$ cat src/rtl/halt_pkg.sv
`timescale 1ns/1ps
package halt_pkg;

    typedef enum logic [2:0] {
        EV_NONE,
        EV_HALT,
        EV_BRK_ENTER,
        EV_BRK_TRAP,
        EV_ROM_AGAIN,
        EV_RESUME,
        EV_BAD_RESUME,
        EV_DOZE
    } dbg_event_e;

    typedef enum logic [1:0] {
        TGT_ROM,
        TGT_SAVED_PC,
        TGT_TRAP
    } tgt_kind_e;

    typedef struct packed {
        logic      valid;
        tgt_kind_e kind;
        logic      load_priv;
        logic      from_dcsr;
        logic      brk_trap;
        logic      bad_instr;
    } route_t;

    localparam logic [1:0] PRIV_U = 2'd0;
    localparam logic [1:0] PRIV_S = 2'd1;
    localparam logic [1:0] PRIV_M = 2'd3;

    localparam logic [2:0] CAUSE_BRK  = 3'd1;
    localparam logic [2:0] CAUSE_HALT = 3'd3;

    localparam int PRV_LSB   = 0;
    localparam int CAUSE_LSB = 6;
    localparam int EN_U_BIT  = 12;
    localparam int EN_S_BIT  = 13;
    localparam int EN_M_BIT  = 15;

    localparam logic [31:0] DCSR_RESET = 32'h0000_0003;
    localparam logic [31:0] DCSR_WMASK =
        (32'd1 << EN_M_BIT) | (32'd1 << EN_S_BIT) | (32'd1 << EN_U_BIT) | 32'h3;

    function automatic logic brk_enabled(input logic [31:0] ctl, input logic [1:0] prv);
        case (prv)
            PRIV_M:  return ctl[EN_M_BIT];
            PRIV_S:  return ctl[EN_S_BIT];
            PRIV_U:  return ctl[EN_U_BIT];
            default: return 1'b0;
        endcase
    endfunction

    function automatic logic [1:0] resume_priv(input logic [1:0] prv);
        return (prv == 2'd2) ? PRIV_M : prv;
    endfunction

endpackage

$ cat src/rtl/halt_decide.sv
`timescale 1ns/1ps
module halt_decide
    import halt_pkg::*;
(
    input  logic        in_dbg,
    input  logic        asleep,
    input  logic        halt_req,
    input  logic        ebrk,
    input  logic        dret,
    input  logic        wfi,
    input  logic [1:0]  priv,
    input  logic [31:0] ctl,
    output dbg_event_e  ev
);

    always_comb begin
        ev = EV_NONE;
        if (!in_dbg) begin
            if (halt_req)
                ev = EV_HALT;
            else if (asleep)
                ev = EV_NONE;
            else if (ebrk)
                ev = brk_enabled(ctl, priv) ? EV_BRK_ENTER : EV_BRK_TRAP;
            else if (dret)
                ev = EV_BAD_RESUME;
            else if (wfi)
                ev = EV_DOZE;
        end else begin
            if (ebrk)
                ev = EV_ROM_AGAIN;
            else if (dret)
                ev = EV_RESUME;
        end
    end

endmodule

$ cat src/rtl/halt_regs.sv
`timescale 1ns/1ps
module halt_regs
    import halt_pkg::*;
#(
    parameter int XLEN = 32
) (
    input  logic            clk,
    input  logic            rst,
    input  dbg_event_e      ev,
    input  logic [XLEN-1:0] pc,
    input  logic [1:0]      priv,
    input  logic            wr_en,
    input  logic            wr_sel,
    input  logic [XLEN-1:0] wr_data,
    output logic            in_dbg,
    output logic            asleep,
    output logic [31:0]     ctl,
    output logic [XLEN-1:0] saved_pc
);

    logic            enter;
    logic [2:0]      cause;
    logic [31:0]     ctl_n;
    logic [XLEN-1:0] spc_n;
    logic [31:0]     wr_ctl;

    assign enter  = (ev == EV_HALT) || (ev == EV_BRK_ENTER);
    assign cause  = (ev == EV_HALT) ? CAUSE_HALT : CAUSE_BRK;
    assign wr_ctl = wr_data[31:0];

    always_comb begin
        ctl_n = ctl;
        spc_n = saved_pc;
        if (enter) begin
            ctl_n[CAUSE_LSB +: 3] = cause;
            ctl_n[PRV_LSB +: 2]   = priv;
            spc_n                 = pc;
        end else if (in_dbg && wr_en) begin
            if (wr_sel)
                spc_n = wr_data;
            else
                ctl_n = (ctl & ~DCSR_WMASK) | (wr_ctl & DCSR_WMASK);
        end
    end

    always_ff @(posedge clk) begin
        if (rst) begin
            in_dbg   <= 1'b0;
            asleep   <= 1'b0;
            ctl      <= DCSR_RESET;
            saved_pc <= '0;
        end else begin
            ctl      <= ctl_n;
            saved_pc <= spc_n;
            if (enter)
                in_dbg <= 1'b1;
            else if (ev == EV_RESUME)
                in_dbg <= 1'b0;
            if (ev == EV_HALT)
                asleep <= 1'b0;
            else if (ev == EV_DOZE)
                asleep <= 1'b1;
        end
    end

endmodule

$ cat src/rtl/halt_target.sv
`timescale 1ns/1ps
module halt_target
    import halt_pkg::*;
#(
    parameter int              XLEN     = 32,
    parameter logic [XLEN-1:0] ROM_BASE = 'h800,
    parameter logic [XLEN-1:0] TRAP_VEC = 'h40
) (
    input  dbg_event_e      ev,
    input  logic [XLEN-1:0] saved_pc,
    input  logic [1:0]      saved_prv,
    output logic            redir,
    output logic [XLEN-1:0] redir_pc,
    output logic            priv_load,
    output logic [1:0]      priv_val,
    output logic            brk_trap,
    output logic            bad_instr
);

    route_t rt;

    always_comb begin
        rt = '{valid: 1'b0, kind: TGT_ROM, load_priv: 1'b0, from_dcsr: 1'b0,
               brk_trap: 1'b0, bad_instr: 1'b0};
        case (ev)
            EV_HALT, EV_BRK_ENTER: begin
                rt.valid     = 1'b1;
                rt.load_priv = 1'b1;
            end
            EV_ROM_AGAIN: rt.valid = 1'b1;
            EV_RESUME: begin
                rt.valid     = 1'b1;
                rt.kind      = TGT_SAVED_PC;
                rt.load_priv = 1'b1;
                rt.from_dcsr = 1'b1;
            end
            EV_BRK_TRAP: begin
                rt.valid    = 1'b1;
                rt.kind     = TGT_TRAP;
                rt.brk_trap = 1'b1;
            end
            EV_BAD_RESUME: begin
                rt.valid     = 1'b1;
                rt.kind      = TGT_TRAP;
                rt.bad_instr = 1'b1;
            end
            default: ;
        endcase
    end

    always_comb begin
        case (rt.kind)
            TGT_SAVED_PC: redir_pc = saved_pc;
            TGT_TRAP:     redir_pc = TRAP_VEC;
            default:      redir_pc = ROM_BASE;
        endcase
    end

    assign redir     = rt.valid;
    assign priv_load = rt.load_priv;
    assign priv_val  = rt.from_dcsr ? resume_priv(saved_prv) : PRIV_M;
    assign brk_trap  = rt.brk_trap;
    assign bad_instr = rt.bad_instr;

endmodule

$ cat src/rtl/halt_ctrl.sv
`timescale 1ns/1ps
module halt_ctrl
    import halt_pkg::*;
#(
    parameter int              XLEN     = 32,
    parameter logic [XLEN-1:0] ROM_BASE = 'h800,
    parameter logic [XLEN-1:0] TRAP_VEC = 'h40
) (
    input  logic            clk,
    input  logic            rst,
    input  logic            halt_req_i,
    input  logic            ebrk_i,
    input  logic            dret_i,
    input  logic            wfi_i,
    input  logic [XLEN-1:0] pc_i,
    input  logic [1:0]      priv_i,
    input  logic            csr_we_i,
    input  logic            csr_sel_i,
    input  logic [XLEN-1:0] csr_wdata_i,
    output logic [XLEN-1:0] csr_rdata_o,
    output logic            dbg_mode_o,
    output logic            sleep_o,
    output logic            redir_o,
    output logic [XLEN-1:0] redir_pc_o,
    output logic            priv_load_o,
    output logic [1:0]      priv_val_o,
    output logic            brk_exc_o,
    output logic            illegal_o
);

    dbg_event_e      ev;
    logic            in_dbg;
    logic            asleep;
    logic [31:0]     dcsr_w;
    logic [XLEN-1:0] dpc_w;

    halt_decide u_decide (
        .in_dbg   (in_dbg),
        .asleep   (asleep),
        .halt_req (halt_req_i),
        .ebrk     (ebrk_i),
        .dret     (dret_i),
        .wfi      (wfi_i),
        .priv     (priv_i),
        .ctl      (dcsr_w),
        .ev       (ev)
    );

    halt_regs #(.XLEN(XLEN)) u_regs (
        .clk      (clk),
        .rst      (rst),
        .ev       (ev),
        .pc       (pc_i),
        .priv     (priv_i),
        .wr_en    (csr_we_i),
        .wr_sel   (csr_sel_i),
        .wr_data  (csr_wdata_i),
        .in_dbg   (in_dbg),
        .asleep   (asleep),
        .ctl      (dcsr_w),
        .saved_pc (dpc_w)
    );

    halt_target #(.XLEN(XLEN), .ROM_BASE(ROM_BASE), .TRAP_VEC(TRAP_VEC)) u_target (
        .ev        (ev),
        .saved_pc  (dpc_w),
        .saved_prv (dcsr_w[PRV_LSB +: 2]),
        .redir     (redir_o),
        .redir_pc  (redir_pc_o),
        .priv_load (priv_load_o),
        .priv_val  (priv_val_o),
        .brk_trap  (brk_exc_o),
        .bad_instr (illegal_o)
    );

    assign csr_rdata_o = csr_sel_i ? dpc_w : XLEN'(dcsr_w);
    assign dbg_mode_o  = in_dbg;
    assign sleep_o     = asleep;

endmodule

$ cat config.mk
export PLATFORM = sky130hd
export DESIGN_NAME = halt_ctrl
export DESIGN_NICKNAME = d
export VERILOG_FILES = /design/src/rtl/halt_pkg.sv /design/src/rtl/halt_decide.sv /design/src/rtl/halt_regs.sv /design/src/rtl/halt_target.sv /design/src/rtl/halt_ctrl.sv
export SDC_FILE = /design/constraint.sdc
export NUM_CORES = 1
export LEC_CHECK = 0
export BUFFER_PORTS_ARGS = -buffer_cell sky130_fd_sc_hd__buf_2
export CORE_MARGIN = 4
export CORE_UTILIZATION = 41
export DETAILED_ROUTE_END_ITERATION = 6
export PLACE_DENSITY = 0.77
export SYNTH_ARGS = -nofsm -noshare
export SYNTH_HDL_FRONTEND = slang
export SYNTH_SLANG_ARGS = --single-unit
$ cat constraint.sdc
create_clock -name clk -period 2.39 [get_ports clk]
set_input_delay 0.3585 -clock clk [delete_from_list [all_inputs] [get_ports clk]]
set_output_delay 0.3585 -clock clk [all_outputs]
set_load 0.03 [all_outputs]
# Word level (Yosys, flattened, before mapping)
# Index checks and enable logic that the tools add are counted.
# totals
latchBits	0
memories	0
output_inout_bits	72
word_cells	68
romBits	0
mem_bits_rw	0
ff_bits	66
# op_classes
muxes	34
reduce_logical	13
n_eq_ne	13
multipliers	0
n_shift	0
div	0
n_addsub	0
bitwise	3
magnitude_cmp	0
# op_table
op	count
2-to-1 mux 32 bit	4
case mux 32 bit (2 select lines)	1
bitwise OR 32 x 16 -> 32 bit	1
2-to-1 mux 3 bit	9
2-to-1 mux 9 bit	2
equality test 3 bit (second input constant)	4
2-to-1 mux 1 bit	12
2-to-1 mux 2 bit	4
equality test 2 bit (second input constant)	3
equality test 3 x 2 -> 1 bit (second input constant)	2
nonzero test 2 bit	3
OR reduction 6 bit	1
equality test 2 x 1 -> 1 bit (second input constant)	2
case mux 2 bit (2 select lines)	1
AND reduction 2 bit	2
OR reduction 2 bit	2
equality test 3 x 1 -> 1 bit (second input constant)	1
case mux 1 bit (3 select lines)	1
AND reduction 3 bit	1
OR reduction 3 bit	1
logical NOT 2 bit	1
inequality test 2 x 1 -> 1 bit (second input constant)	1
NOT 1 bit	2
logical AND 1 bit	1
logical OR 1 bit	1

# Logic depth before layout (Yosys ltp)
# Gate-level depths: netlist of run 1.
# logic_depth
depth_word	16
mapped_depth	8

# Hierarchy
# A second synthesis of run 1 with hierarchy kept.
# unflattened
hier_cells	361
area_unflattened_um2	3021.6
# by_module_without_submodules
mod	cells_each	area_per_inst_um2	instances
halt_regs	255	2044.5	1
halt_ctrl	36	544.3	1
halt_target	57	341.6	1
halt_decide	13	91.3	1

# Worst setup path after synthesis of run 1
# Ideal clock, no wire load.
# synth_path
path_type	register -> output
start	register u_regs.in_dbg
end	output port redir_pc_o[11]
slack_ns	-0.358
n_path_buf	1
arrival_time_ns	2.389
path_stages_with_launch	8
required_time_ns	2.032
path_cell_list	dfxtp_1 buf_2 mux2_2 o22ai_1 nor3b_1 mux2i_1 ha_1 mux2i_1
# synth_between
elab_chain_len	6
# synth_rtl
element	line	source
from (decl)	halt_regs.sv:15	output logic in_dbg,
from (signal assigned)	halt_regs.sv:48	in_dbg <= 1'b0;
from (signal assigned)	halt_regs.sv:56	in_dbg <= 1'b1;
from (signal assigned)	halt_regs.sv:58	in_dbg <= 1'b0;
2-to-1 mux 3 bit (*)	halt_decide.sv:18	if (!in_dbg) begin
equality test 3 x 2 -> 1 bit or equality test 3 bit (tied branches)	halt_target.sv:25	case (ev)
OR reduction 2 bit (no line)	--	
case mux 2 bit (2 select lines) (*)	halt_target.sv:25	
equality test 2 bit or equality test 2 x 1 -> 1 bit (tied branches)	halt_target.sv:52	case (rt.kind)
case mux 32 bit (2 select lines) (*)	halt_target.sv:52	
to (decl)	halt_ctrl.sv:24	output logic [XLEN-1:0] redir_pc_o,
# Mark *: on every way between the ends. The rest lies on a longest branch, timed or not.

# Worst setup path in the final report of run 1
# Ends and elaborated chain as after synthesis.

==> impl_results.rst, run 1 <==
.. list-table::
   :header-rows: 1

   * - Metric
     - Value
   * - Run status
     - finished, violations left
   * - Failing checks
     - negative setup slack
   * - I/O pin cnt
     - 146
   * - Area enclosed by the die boundary
     - 0.00789 mm²
   * - Post-synth top cells
     - and2_1, dfxtp_1, mux2i_1
   * - Worst Tran Pin Value
     - 0.796 ns
   * - Max stage delay on crit path
     - 0.37 ns
   * - Crit Reg-Reg Endpoint
     - u_regs.saved_pc[15]$_SDFFE_PP0P_
   * - Iter 0 DRT Violations
     - 73
   * - Final setup TNS
     - -6.21 ns
   * - Final hold violation count
     - 0
   * - Power density normalized to cell area
     - 491 mW/mm²
   * - Critical-path cell list
     - a311o_1, a32oi_2, mux2i_2, ha_4, buf_6, mux2i_4, buf_6
   * - WL per Instance
     - 16.2 µm
   * - Vias in the first global route
     - 2710
   * - First-pass GRT wire length
     - 12900 µm
   * - Largest fanout of any net on the critical path
     - 6
   * - Sequential area share after synthesis
     - 0.307
   * - Count of flip-flops with a built-in enable after synthesis
     - 0
   * - Hold Crit Class
     - primary input to register
   * - Crit path launch type
     - register
   * - Multi-input logic area
     - 0.00186 mm²
   * - Synth Register Bits
     - 41
   * - Post-placement cell count
     - 513
   * - First-pass DRT Iterations
     - 4
   * - Floorplan die width
     - 88.8 µm
   * - R2r setup slk
     - 0.74 ns
   * - Syn avg cell area
     - 9.05 µm²
   * - Worst-path clk slew
     - 0.08 ns
   * - Initial core utilization
     - 0.422
   * - Most frequent cell after synthesis
     - and2_1
   * - Synth-to-Final Area Change
     - 52.1%
   * - Worst path slowest cell
     - dfxtp_4
   * - Post-synthesis cell area
     - 0.00268 mm²
   * - CTS tree
     - yes
   * - Worst setup slack before clock tree synthesis
     - -0.145 ns
   * - Number of antenna violations at the first check in global routing
     - 0
   * - Layout Cell Area excl Fill
     - 0.00407 mm²
   * - N_diodes
     - 0
   * - Maximum number of pins on one net before global-route repair
     - 34
   * - Maximum clock path buffer count
     - 2
   * - Count of final setup violators
     - 32
   * - Dominant synthesized flop cell
     - dfxtp_1
   * - Syn Nets
     - 372
   * - Launch point of the worst path
     - u_regs.in_dbg$_SDFFE_PP0P_
   * - Clock sink count
     - 41
   * - Number of maximum-capacitance violations
     - 0
   * - Max-slew violations
     - 0
   * - Number of H-tree branching levels
     - 2
   * - Sequential cell area
     - 828 µm²
   * - Unrepaired setup endpoints after global routing
     - yes
   * - Port bufs
     - 145
   * - CTS root buf
     - clkbuf_8
   * - Leakage power
     - 2.07 nW
   * - Detailed-placement wirelength estimate
     - 5820 µm
   * - Classification of the worst setup path
     - register to output pin
   * - Overall fraction of global-route tracks in use
     - 0.204
   * - Distinct cell type count after synthesis
     - 35
   * - Layout Cells excl Fill
     - 526
   * - Fillcell total
     - 527
   * - Remaining design rule violation count
     - 0
   * - Most area-consuming cells after synthesis
     - dfxtp_1, mux2i_1, and2_1, a211oi_2, nor3_1
   * - Category of the worst setup path capture point
     - output pin
   * - Clock buffers created by TritonCTS
     - 5
   * - Placed instance area
     - 0.00365 mm²
   * - Final critical delay including setup and external delays
     - 2.62 ns
   * - Proportion of layout cells with a drive suffix above 1
     - 0.597
   * - Leading area contributor after synthesis
     - dfxtp_1
   * - Vertical die dimension
     - 88.8 µm
   * - Final worst slack
     - -0.227 ns
   * - Remaining Overflow, GRT
     - 0
   * - Via count
     - 2778
   * - FF-to-FF Start
     - u_regs.asleep$_SDFFE_PP0N_
   * - Area share of the largest cell type after synthesis
     - 0.307
   * - Total wirelength of the detailed-routed design
     - 8520 µm
   * - Total core area
     - 0.00635 mm²
   * - Cell count of the worst reg-to-reg path
     - 6
   * - Cell repeated most along the worst path
     - buf_6
   * - Synthesis warning total
     - 0
   * - Drt via density
     - 5.28
   * - Count of nets after finishing
     - 525
   * - Endpoint of the worst setup timing path
     - redir_pc_o[11]
   * - Endpoint required time on the critical path
     - 2.03 ns
   * - Number of placement rows
     - 29
   * - Share of synthesized flip-flops with an asynchronous set or reset
     - 0
   * - Clock network latency to the later pin of the worst-skew pair
     - 0.29 ns
   * - Largest voltage drop on the vdd net
     - 0.300 mV
   * - Worst EP arrival
     - 2.26 ns
   * - Maximum clock skew at final layout
     - 0.00858 ns
   * - Number of routed nets with antenna violations
     - 0
   * - Fin crit share
     - 1.09
   * - Routability-driven placement congestion ratio
     - 0.856
   * - Cell count after synthesis
     - 296
   * - Fin util
     - 0.641
   * - Fmax
     - 0.382 GHz
   * - Max transition margin
     - 0.470
layout make-up:
type	instances	area share
multi-input cells	219	0.456
well taps	77	0.0237
clock buffers	5	0.0169
flip-flops and latches	41	0.203
repair buffers	175	0.285
inverters	7	0.00645
clock inverters	2	0.00860
metal layers:
layer  GRT usage  wire length [µm]
met4      0.0467                42
met5           0                 0
met1       0.256              3730
met3      0.0456               583
met2       0.355              4160
kinds of logic (layout without fill, tap and decap cells):
kind of cell             Yosys count  count (layout)  synth area share
AND/OR/NAND/NOR                  118             118             0.249
multiplexers                      47              47             0.180
adder cells (fa/ha/maj)            2               2           0.00934
AO/OA/AOI/OAI                     52              52             0.191
flip-flops                        41              41             0.307
buffers and inverters             36             189            0.0645
metrics by stage:
stage | hold WS [ns] | power, mW
finish | 0.320 | 2.00
global route | 0.328 | 2.11
CTS | 0.306 | 2.00
detailed placement | 0.448 | 1.43
global placement | 0.438 | 1.42
floorplan | 0.427 | 1.23
what timing repair did:
| action | CTS | global route |
|---|---|---|
| endpoints found under the setup margin | 32 | 32 |
| hold buffers | 0 | 0 |
| pin swaps | 3 | 5 |
| buffers inserted | 1 | 3 |
| cloned | 0 | 2 |
| gates resized for setup | 57 | 15 |
registers in the layout, indices dropped and copies added (netlist names):
| name | flops |
|---|---|
| u_regs.saved_pc | 32 |
| u_regs.asleep | 1 |
| u_regs.in_dbg | 1 |
| u_regs.ctl | 7 |
critical path: cells and delay by family (launching register included):
family | cells | cell delay [ns]
compound gates | 2 | 0.54
mux | 2 | 0.50
flops | 1 | 0.37
buf+inv | 2 | 0.28
fa+ha+maj | 1 | 0.26
how the worst min path moves through the flow:
| stage | end | depth (start not counted) | startpoint |
|---|---|---|---|
| final | u_regs.ctl[12]$_SDFFE_PP0P_ | 3 | csr_wdata_i[12] |
| after global placement | u_regs.ctl[6]$_SDFFE_PP0P_ | 2 | u_regs.ctl[6]$_SDFFE_PP0P_ |
| after detailed placement | u_regs.ctl[6]$_SDFFE_PP0P_ | 2 | u_regs.ctl[6]$_SDFFE_PP0P_ |
| after global routing | u_regs.ctl[12]$_SDFFE_PP0P_ | 3 | csr_wdata_i[12] |
| after CTS | u_regs.ctl[12]$_SDFFE_PP0P_ | 3 | csr_wdata_i[12] |
| after floorplan | u_regs.ctl[6]$_SDFFE_PP0P_ | 2 | u_regs.ctl[6]$_SDFFE_PP0P_ |
power breakdown:
group,leakage (nW),switching [mW],internal (mW)
sequential,0.341,0.0483,0.748
clock,0.0540,0.230,0.304
combinational,1.67,0.377,0.294
layout by cell type (no fill, tap or decap), types with 2 or more instances in the layout:
cell / count
buf_2: 113
buf_4: 39
dfxtp_1: 37
mux2i_1: 35
nor3_1: 33
and2_4: 30
and2_1: 26
a211oi_2: 26
buf_6: 19
nor2_1: 8
inv_1: 7
mux2_2: 7
a21oi_1: 6
a211oi_1: 6
clkbuf_8: 5
nand2b_1: 3
nand2_1: 3
dfxtp_2: 3
nand3b_1: 2
mux2i_2: 2
or2_2: 2
mux2_4: 2
nor3_2: 2
o21a_1: 2
o21ai_0: 2
nor2b_1: 2
ha_4: 2
clkbuf_16: 2
buf_12: 2
(Power assumes the default switching activity.)
==> run 2, diff against run 1 <==
- CORE_MARGIN: 4 -> 2
==> impl_results.rst, run 2 (same netlist as run 1, synthesis figures left out) <==
.. list-table::
   :header-rows: 1

   * - Metric
     - Value
   * - Run status
     - finished, violations left
   * - Failing checks
     - negative setup slack
   * - Count of nets after finishing
     - 527 (+0.38%)
   * - Post-route total power
     - 1.93 mW (-3.5%)
   * - Proportion of layout cells with a drive suffix above 1
     - 0.594 (-0.00265)
   * - Number of antenna violations at the first check in global routing
     - 0 (unchanged)
   * - Max stage delay on crit path
     - 0.37 ns (about the same)
   * - Unrepaired setup endpoints after global routing
     - yes
   * - Vertical die dimension
     - 84.8 µm (-4.5%)
   * - Max transition margin
     - 0.636 (+0.166)
   * - Area enclosed by the die boundary
     - 0.00719 mm² (-8.8%)
   * - Sequential cell area
     - 828 µm² (unchanged)
   * - Worst path slowest cell
     - dfxtp_4
   * - Floorplan die width
     - 84.8 µm (-4.5%)
   * - Initial core utilization
     - 0.422 (unchanged)
   * - Vias in the first global route
     - 2838 (+4.7%)
   * - I/O pin cnt
     - 146 (unchanged)
   * - Fin crit share
     - 1.08 (-0.0137)
   * - Clock network latency to the later pin of the worst-skew pair
     - 0.28 ns (about the same)
   * - Clock buffers created by TritonCTS
     - 5 (unchanged)
   * - Drt via density
     - 5.36 (+1.5%)
   * - Cell-internal power
     - 1.28 mW (-5.2%)
   * - Max-slew violations
     - 0 (unchanged)
   * - Final hold violation count
     - 0 (unchanged)
   * - Remaining Overflow, GRT
     - 0 (unchanged)
   * - Leakage power
     - 2.06 nW (-0.13%)
   * - Clock sink count
     - 41 (unchanged)
   * - Largest voltage drop on the vdd net
     - 0.267 mV (-11%)
   * - Number of routed nets with antenna violations
     - 0 (unchanged)
   * - Detailed-placement wirelength estimate
     - 5770 µm (-0.94%)
   * - CTS tree
     - yes
   * - Critical-path cell list
     - a311o_1, a32oi_2, mux2i_1, ha_2, buf_6, mux2i_4, buf_6
   * - Net Sw Frac
     - 0.340 (+0.0123)
   * - Worst Tran Pin Value
     - 0.546 ns (-0.249 ns)
   * - WL per Instance
     - 16.1 µm (-0.45%)
   * - Remaining design rule violation count
     - 0 (unchanged)
   * - Largest regs
     - u_regs.saved_pc: 32 flops, u_regs.ctl: 7 flops
   * - Port bufs
     - 145 (unchanged)
   * - Classification of the worst setup path
     - register to output pin
   * - Final critical delay including setup and external delays
     - 2.58 ns (-0.0327 ns)
   * - Number of maximum-capacitance violations
     - 0 (unchanged)
   * - Fmax
     - 0.387 GHz (+1.3%)
   * - Iter 0 DRT Violations
     - 115 (+58%)
   * - CTS root buf
     - clkbuf_8
   * - Worst setup slack before clock tree synthesis
     - -0.143 ns (+0.00142 ns)
   * - First-pass GRT wire length
     - 13800 µm (+7.7%)
   * - Overall fraction of global-route tracks in use
     - 0.236 (+0.0327)
   * - Most frequent cells in the layout
     - buf_2, dfxtp_1, mux2i_1, buf_6, nor3_1
   * - Total core area
     - 0.00635 mm² (unchanged)
   * - Count of final setup violators
     - 32 (unchanged)
   * - Net Sw Power
     - 656 µW (+0.15%)
   * - Category of the worst setup path capture point
     - output pin
   * - Via count
     - 2829 (+1.8%)
   * - Part of the total power dissipated in the clock network
     - 0.236 (-0.031)
   * - Cell repeated most along the worst path
     - buf_6
   * - N_diodes
     - 0 (unchanged)
   * - First-pass DRT Iterations
     - 4 (unchanged)
   * - Flip-flop count of the largest register, all copies and words added
     - 32 (unchanged)
   * - Endpoint required time on the critical path
     - 2.03 ns (about the same)
   * - Register ranked first by flip-flop count
     - u_regs.saved_pc
   * - Leading cell type in the layout, fill and taps excluded
     - buf_2
   * - Number of placement rows
     - 29 (unchanged)
   * - Power density normalized to cell area
     - 472 mW/mm² (-3.9%)
   * - Maximum clock path buffer count
     - 2 (unchanged)
   * - Kind of cell with the highest combined delay on the critical path
     - compound AO/OA/AOI/OAI gates
   * - Final setup TNS
     - -5.49 ns (+0.724 ns)
   * - Final worst slack
     - -0.194 ns (+0.0327 ns)
   * - Synth-to-Final Area Change
     - 52.8%
   * - Total wirelength of the detailed-routed design
     - 8510 µm (about the same)
   * - Combinational share of power
     - 0.351 (+0.016)
   * - Worst-path clk slew
     - 0.07 ns (about the same)
   * - Crit path launch type
     - register
   * - Hold Crit Class
     - primary input to register
   * - Number of buffers and inverters on the critical path
     - 2 (unchanged)
   * - Fillcell total
     - 530 (+0.57%)
   * - Maximum number of pins on one net before global-route repair
     - 34 (unchanged)
   * - Register share of total power
     - 0.413 (+0.015)
   * - Routability-driven placement congestion ratio
     - 0.828 (-3.2%)
   * - Worst EP arrival
     - 2.23 ns (-0.03 ns)
   * - Largest fanout of any net on the critical path
     - 6 (unchanged)
   * - Multi-input logic area
     - 0.00186 mm² (about the same)
   * - Maximum clock skew at final layout
     - 0.00205 ns (-0.00654 ns)
   * - Hold slack final
     - 0.321 ns (+0.00127 ns)
   * - Number of H-tree branching levels
     - 2 (unchanged)
-- run 2: stage by stage --
| step | utilization | cell area [µm²] | cells |
|---|---|---|---|
| 3_5_place_dp | 0.576 | 3660 | 514 |
| 6_report | 0.644 | 4090 | 528 |
| 5_1_grt | 0.644 | 4090 | 528 |
| 4_1_cts | 0.639 | 4060 | 527 |
| 2_1_floorplan | - | 2800 | 296 |
| 3_3_place_gp | 0.576 | 3660 | 514 |
-- run 2: cell type report --
cell class | count | area share
repair buffers | 177 | 0.293
well taps | 77 | 0.0235
inverters | 7 | 0.00642
multi-input cells | 219 | 0.454
clock buffers | 7 | 0.0211
flip-flops and latches | 41 | 0.202
-- run 2: final timing paths --
check	from	cells after the start	slack, ns	endpoint
max	u_regs.in_dbg$_SDFFE_PP0P_	7	-0.19	redir_pc_o[11]
min	csr_wdata_i[13]	3	0.32	u_regs.ctl[13]$_SDFFE_PP0P_
max reg2reg	u_regs.asleep$_SDFFE_PP0N_	7	0.61	u_regs.ctl[1]$_SDFFE_PP1P_
min reg2reg	u_regs.ctl[6]$_SDFFE_PP0P_	2	0.46	u_regs.ctl[6]$_SDFFE_PP0P_
-- run 2: repair_timing --
action	in CTS	in global routing
pin swaps	7	12
resized for setup	79	6
hold buffers	0	0
setup buffers	7	1
cloned	0	0
endpoints found under the setup margin	32	32
-- run 2: routing by layer --
layer / routed length [µm] / global-route usage
met1: 3600 / 0.286
met2: 4260 / 0.419
met3: 515 / 0.0574
met4: 131 / 0.0635
met5: 0 / 0
-- run 2: power by group through the flow --
stage	Combinational [mW]	Clock (mW)	Sequential, mW
floorplan	0.433	0	0.800
global placement	0.608	0	0.808
detailed placement	0.621	0	0.813
CTS	0.664	0.471	0.797
global route	0.728	0.505	0.808
finish	0.678	0.455	0.799
-- run 2: worst register-to-register path, delay by kind of cell (launching register included) --
kind / cells / cell delay [ns]
compound gates: 2 / 0.44
buf+inv: 3 / 0.47
flops: 1 / 0.33
simple gates: 2 / 0.44
==> run 3, diff against run 2 <==
- ABC_AREA: unset -> 1
- CTS_CLUSTER_DIAMETER: unset -> 60
- SKIP_LAST_GASP: unset -> 1
==> impl_results.rst, run 3 <==
.. list-table::
   :header-rows: 1

   * - Metric
     - Value
   * - Count of nets after finishing
     - 707 (+34%)
   * - Detailed-placement wirelength estimate
     - 6330 µm (+9.8%)
   * - Cell count of the worst reg-to-reg path
     - 10 (+3)
   * - Post-synthesis cell area
     - 0.00276 mm² (+3.1%)
   * - Clock sink count
     - 41 (unchanged)
   * - Largest regs
     - u_regs.saved_pc: 32 flops, u_regs.ctl: 7 flops
   * - Drt via density
     - 4.86 (-9.3%)
   * - N_diodes
     - 0 (unchanged)
   * - Fin crit share
     - 1.06 (-0.0226)
   * - Fmax
     - 0.395 GHz (+2.1%)
   * - Vertical die dimension
     - 86.1 µm (+1.5%)
   * - Syn Nets
     - 551 (+48%)
   * - Largest fanout of any net on the critical path
     - 8 (+2)
   * - Maximum clock path buffer count
     - 2 (unchanged)
   * - Flip-flop count of the largest register, all copies and words added
     - 32 (unchanged)
   * - Power density normalized to cell area
     - 538 mW/mm² (+14%)
   * - CTS tree
     - yes
   * - Most area-consuming cells after synthesis
     - dfxtp_1, nand2_1, inv_1, nor2_1, o21bai_1
   * - Maximum clock skew at final layout
     - 0.00817 ns (+0.00612 ns)
   * - Worst EP arrival
     - 2.17 ns (-0.06 ns)
   * - I/O pin cnt
     - 146 (unchanged)
   * - Post-placement cell count
     - 689 (+34%)
   * - FF-to-FF Start
     - u_regs.in_dbg$_SDFFE_PP0P_
   * - Critical-path cell list
     - inv_4, nor3_4, nor2_2, a21boi_2, inv_1, nand2_2, nor2_4, nor2_4, ha_4, buf_4, buf_16, o21ai_2, buf_6
   * - Number of placement rows
     - 29 (unchanged)
   * - Number of maximum-capacitance violations
     - 0 (unchanged)
   * - Total wirelength of the detailed-routed design
     - 9290 µm (+9.2%)
   * - Final hold violation count
     - 0 (unchanged)
   * - WL per Instance
     - 13.1 µm (-19%)
   * - First-pass DRT Iterations
     - 4 (unchanged)
   * - Worst Tran Pin Value
     - 0.586 ns (+0.0399 ns)
   * - Classification of the worst setup path
     - register to output pin
   * - Remaining Overflow, GRT
     - 0 (unchanged)
   * - Area enclosed by the die boundary
     - 0.00740 mm² (+2.9%)
   * - Fillcell total
     - 566 (+6.8%)
   * - Synthesis warning total
     - 0 (unchanged)
   * - R2r setup slk
     - 0.27 ns (-0.34 ns)
   * - Layout Cells excl Fill
     - 709 (+34%)
   * - Clock network latency to the later pin of the worst-skew pair
     - 0.28 ns (about the same)
   * - Layout Cell Area excl Fill
     - 0.00426 mm² (+4.2%)
   * - Placed instance area
     - 0.00362 mm² (-0.96%)
   * - Overall fraction of global-route tracks in use
     - 0.252 (+0.0156)
   * - Routability-driven placement congestion ratio
     - 0.822 (-0.69%)
   * - Crit path launch type
     - register
   * - Largest voltage drop on the vdd net
     - 0.266 mV (-0.25%)
   * - Hold buffer count at cts
     - 0 (unchanged)
   * - Area share of the largest cell type after synthesis
     - 0.297 (-0.00917)
   * - Final worst slack
     - -0.140 ns (+0.0539 ns)
   * - Worst-path clk slew
     - 0.08 ns (about the same)
   * - Port bufs
     - 145 (unchanged)
   * - Leading cell type in the layout, fill and taps excluded
     - nand2_1
   * - Total core area
     - 0.00642 mm² (+1.1%)
   * - Vias in the first global route
     - 3404 (+20%)
   * - Failing checks
     - negative setup slack
   * - Register ranked first by flip-flop count
     - u_regs.saved_pc
   * - Worst path slowest cell
     - dfxtp_4
   * - Syn avg cell area
     - 5.81 µm² (-36%)
   * - Category of the worst setup path capture point
     - output pin
   * - Worst hold stages
     - 3 (unchanged)
   * - Final critical delay including setup and external delays
     - 2.53 ns (-0.0539 ns)
   * - CTS root buf
     - clkbuf_8
   * - Number of antenna violations at the first check in global routing
     - 0 (unchanged)
   * - Number of routed nets with antenna violations
     - 0 (unchanged)
   * - Max transition margin
     - 0.609 (-0.0266)
   * - Proportion of layout cells with a drive suffix above 1
     - 0.410 (-0.184)
   * - Remaining design rule violation count
     - 0 (unchanged)
   * - Max stage delay on crit path
     - 0.41 ns (+0.04 ns)
   * - Iter 0 DRT Violations
     - 130 (+13%)
   * - Maximum number of pins on one net before global-route repair
     - 38 (+12%)
   * - Most frequent cell after synthesis
     - nand2_1
   * - Unrepaired setup endpoints after global routing
     - yes
   * - Cell count after synthesis
     - 475 (+60%)
   * - Crit Reg-Reg Endpoint
     - u_regs.saved_pc[31]$_SDFFE_PP0P_
   * - Most frequent cells in the layout
     - nand2_1, buf_2, nor2_1, inv_1, dfxtp_1
   * - Min-Delay Startpoint
     - csr_wdata_i[15]
   * - Floorplan die width
     - 86.1 µm (+1.5%)
   * - Clock buffers created by TritonCTS
     - 5 (unchanged)
   * - Dominant synthesized flop cell
     - dfxtp_1
   * - Sequential area share after synthesis
     - 0.297 (-0.00917)
   * - Distinct cell type count after synthesis
     - 26 (-26%)
   * - Leading area contributor after synthesis
     - dfxtp_1
   * - Run status
     - finished, violations left
   * - Initial core utilization
     - 0.430 (+0.00809)
   * - Post-route total power
     - 2.29 mW (+19%)
   * - Count of final setup violators
     - 32 (unchanged)
   * - Via count
     - 3445 (+22%)
   * - Post-synth top cells
     - nand2_1, inv_1, nor2_1
   * - Hold-critical path endpoint
     - u_regs.ctl[15]$_SDFFE_PP0P_
   * - Count of flip-flops with a built-in enable after synthesis
     - 0 (unchanged)
   * - Cell repeated most along the worst path
     - nor2_4
   * - Synth Register Bits
     - 41 (unchanged)
   * - Endpoint required time on the critical path
     - 2.03 ns (about the same)
   * - Number of H-tree branching levels
     - 2 (unchanged)
   * - Hold slack final
     - 0.326 ns (+0.00548 ns)
   * - Max-slew violations
     - 0 (unchanged)
   * - Hold Crit Class
     - primary input to register
   * - Leakage power
     - 2.77 nW (+34%)
   * - Share of synthesized flip-flops with an asynchronous set or reset
     - 0 (unchanged)
   * - Synth-to-Final Area Change
     - 54.4%
   * - First-pass GRT wire length
     - 15100 µm (+8.7%)
## run 3: report_power, final
| group | internal (mW) | switching (mW) | total, mW |
|---|---|---|---|
| Clock | 0.299 | 0.231 | 0.529 |
| Sequential | 0.773 | 0.0924 | 0.866 |
| Combinational | 0.339 | 0.557 | 0.896 |
## run 3: timing repair
action | 4_1_cts | 5_1_grt
gates cloned | 3 | 0
resized for setup | 110 | 13
endpoints found under the setup margin | 32 | 37
buffers inserted | 6 | 4
endpoints found under the hold margin | 0 | 0
pin swaps | 21 | 5
## run 3: layout make-up
type	count	area (µm²)	share of cell area
clock buffer	8	111	0.0261
inverter	82	310	0.0728
multi-input combinational	325	1700	0.398
sequential	41	828	0.194
tap	77	96.3	0.0226
timing repair buffer	176	1220	0.286
## run 3: per-layer routing
metal / wire, µm / vias to the layer above / global-route usage
met5: 0 / - / 0
li1: - / 1749 / -
met4: 122 / 0 / 0.0649
met1: 3700 / 1553 / 0.289
met3: 599 / 12 / 0.0404
met2: 4880 / 131 / 0.479
## run 3: cell families (layout without fill, tap and decap cells)
group	Yosys count	after routing	share of synthesized area
AOI/OAI and AO/OA	57	57	0.135
and+or+nand+nor	266	266	0.397
buffers and inverters	109	266	0.162
DFF	41	41	0.297
adders and majority gates	2	2	0.00906
## run 3: worst max-delay path by stage
| stage | start | endpoint | slack, ns | cells after the start |
|---|---|---|---|---|
| final | u_regs.in_dbg$_SDFFE_PP0P_ | redir_pc_o[11] | -0.14 | 13 |
| after global routing | u_regs.ctl[15]$_SDFFE_PP0P_ | redir_pc_o[11] | -0.26 | 16 |
| after CTS | u_regs.in_dbg$_SDFFE_PP0P_ | redir_pc_o[11] | -0.14 | 12 |
| after detailed placement | dret_i | redir_pc_o[11] | -0.11 | 14 |
| after global placement | priv_i[0] | redir_pc_o[11] | -0.01 | 16 |
| after floorplan | u_regs.in_dbg$_SDFFE_PP0P_ | redir_pc_o[0] | -0.008 | 13 |
## run 3: critical path: cells and delay by family, from the launching register on
kind	cells	cell delay, ns
simple gates	5	0.43
flops	1	0.41
compound gates	2	0.31
buf+inv	5	0.56
fa+ha+maj	1	0.18
## run 3: stage by stage
step	setup WS (ns)	setup TNS, ns	utilization
finish	-0.140	-2.31	0.664
global route	-0.260	-6.75	0.664
CTS	-0.137	-3.00	0.657
detailed placement	-0.115	-2.33	0.564
global placement	-0.0118	-0.0188	0.564
floorplan	-0.00750	-0.231	-
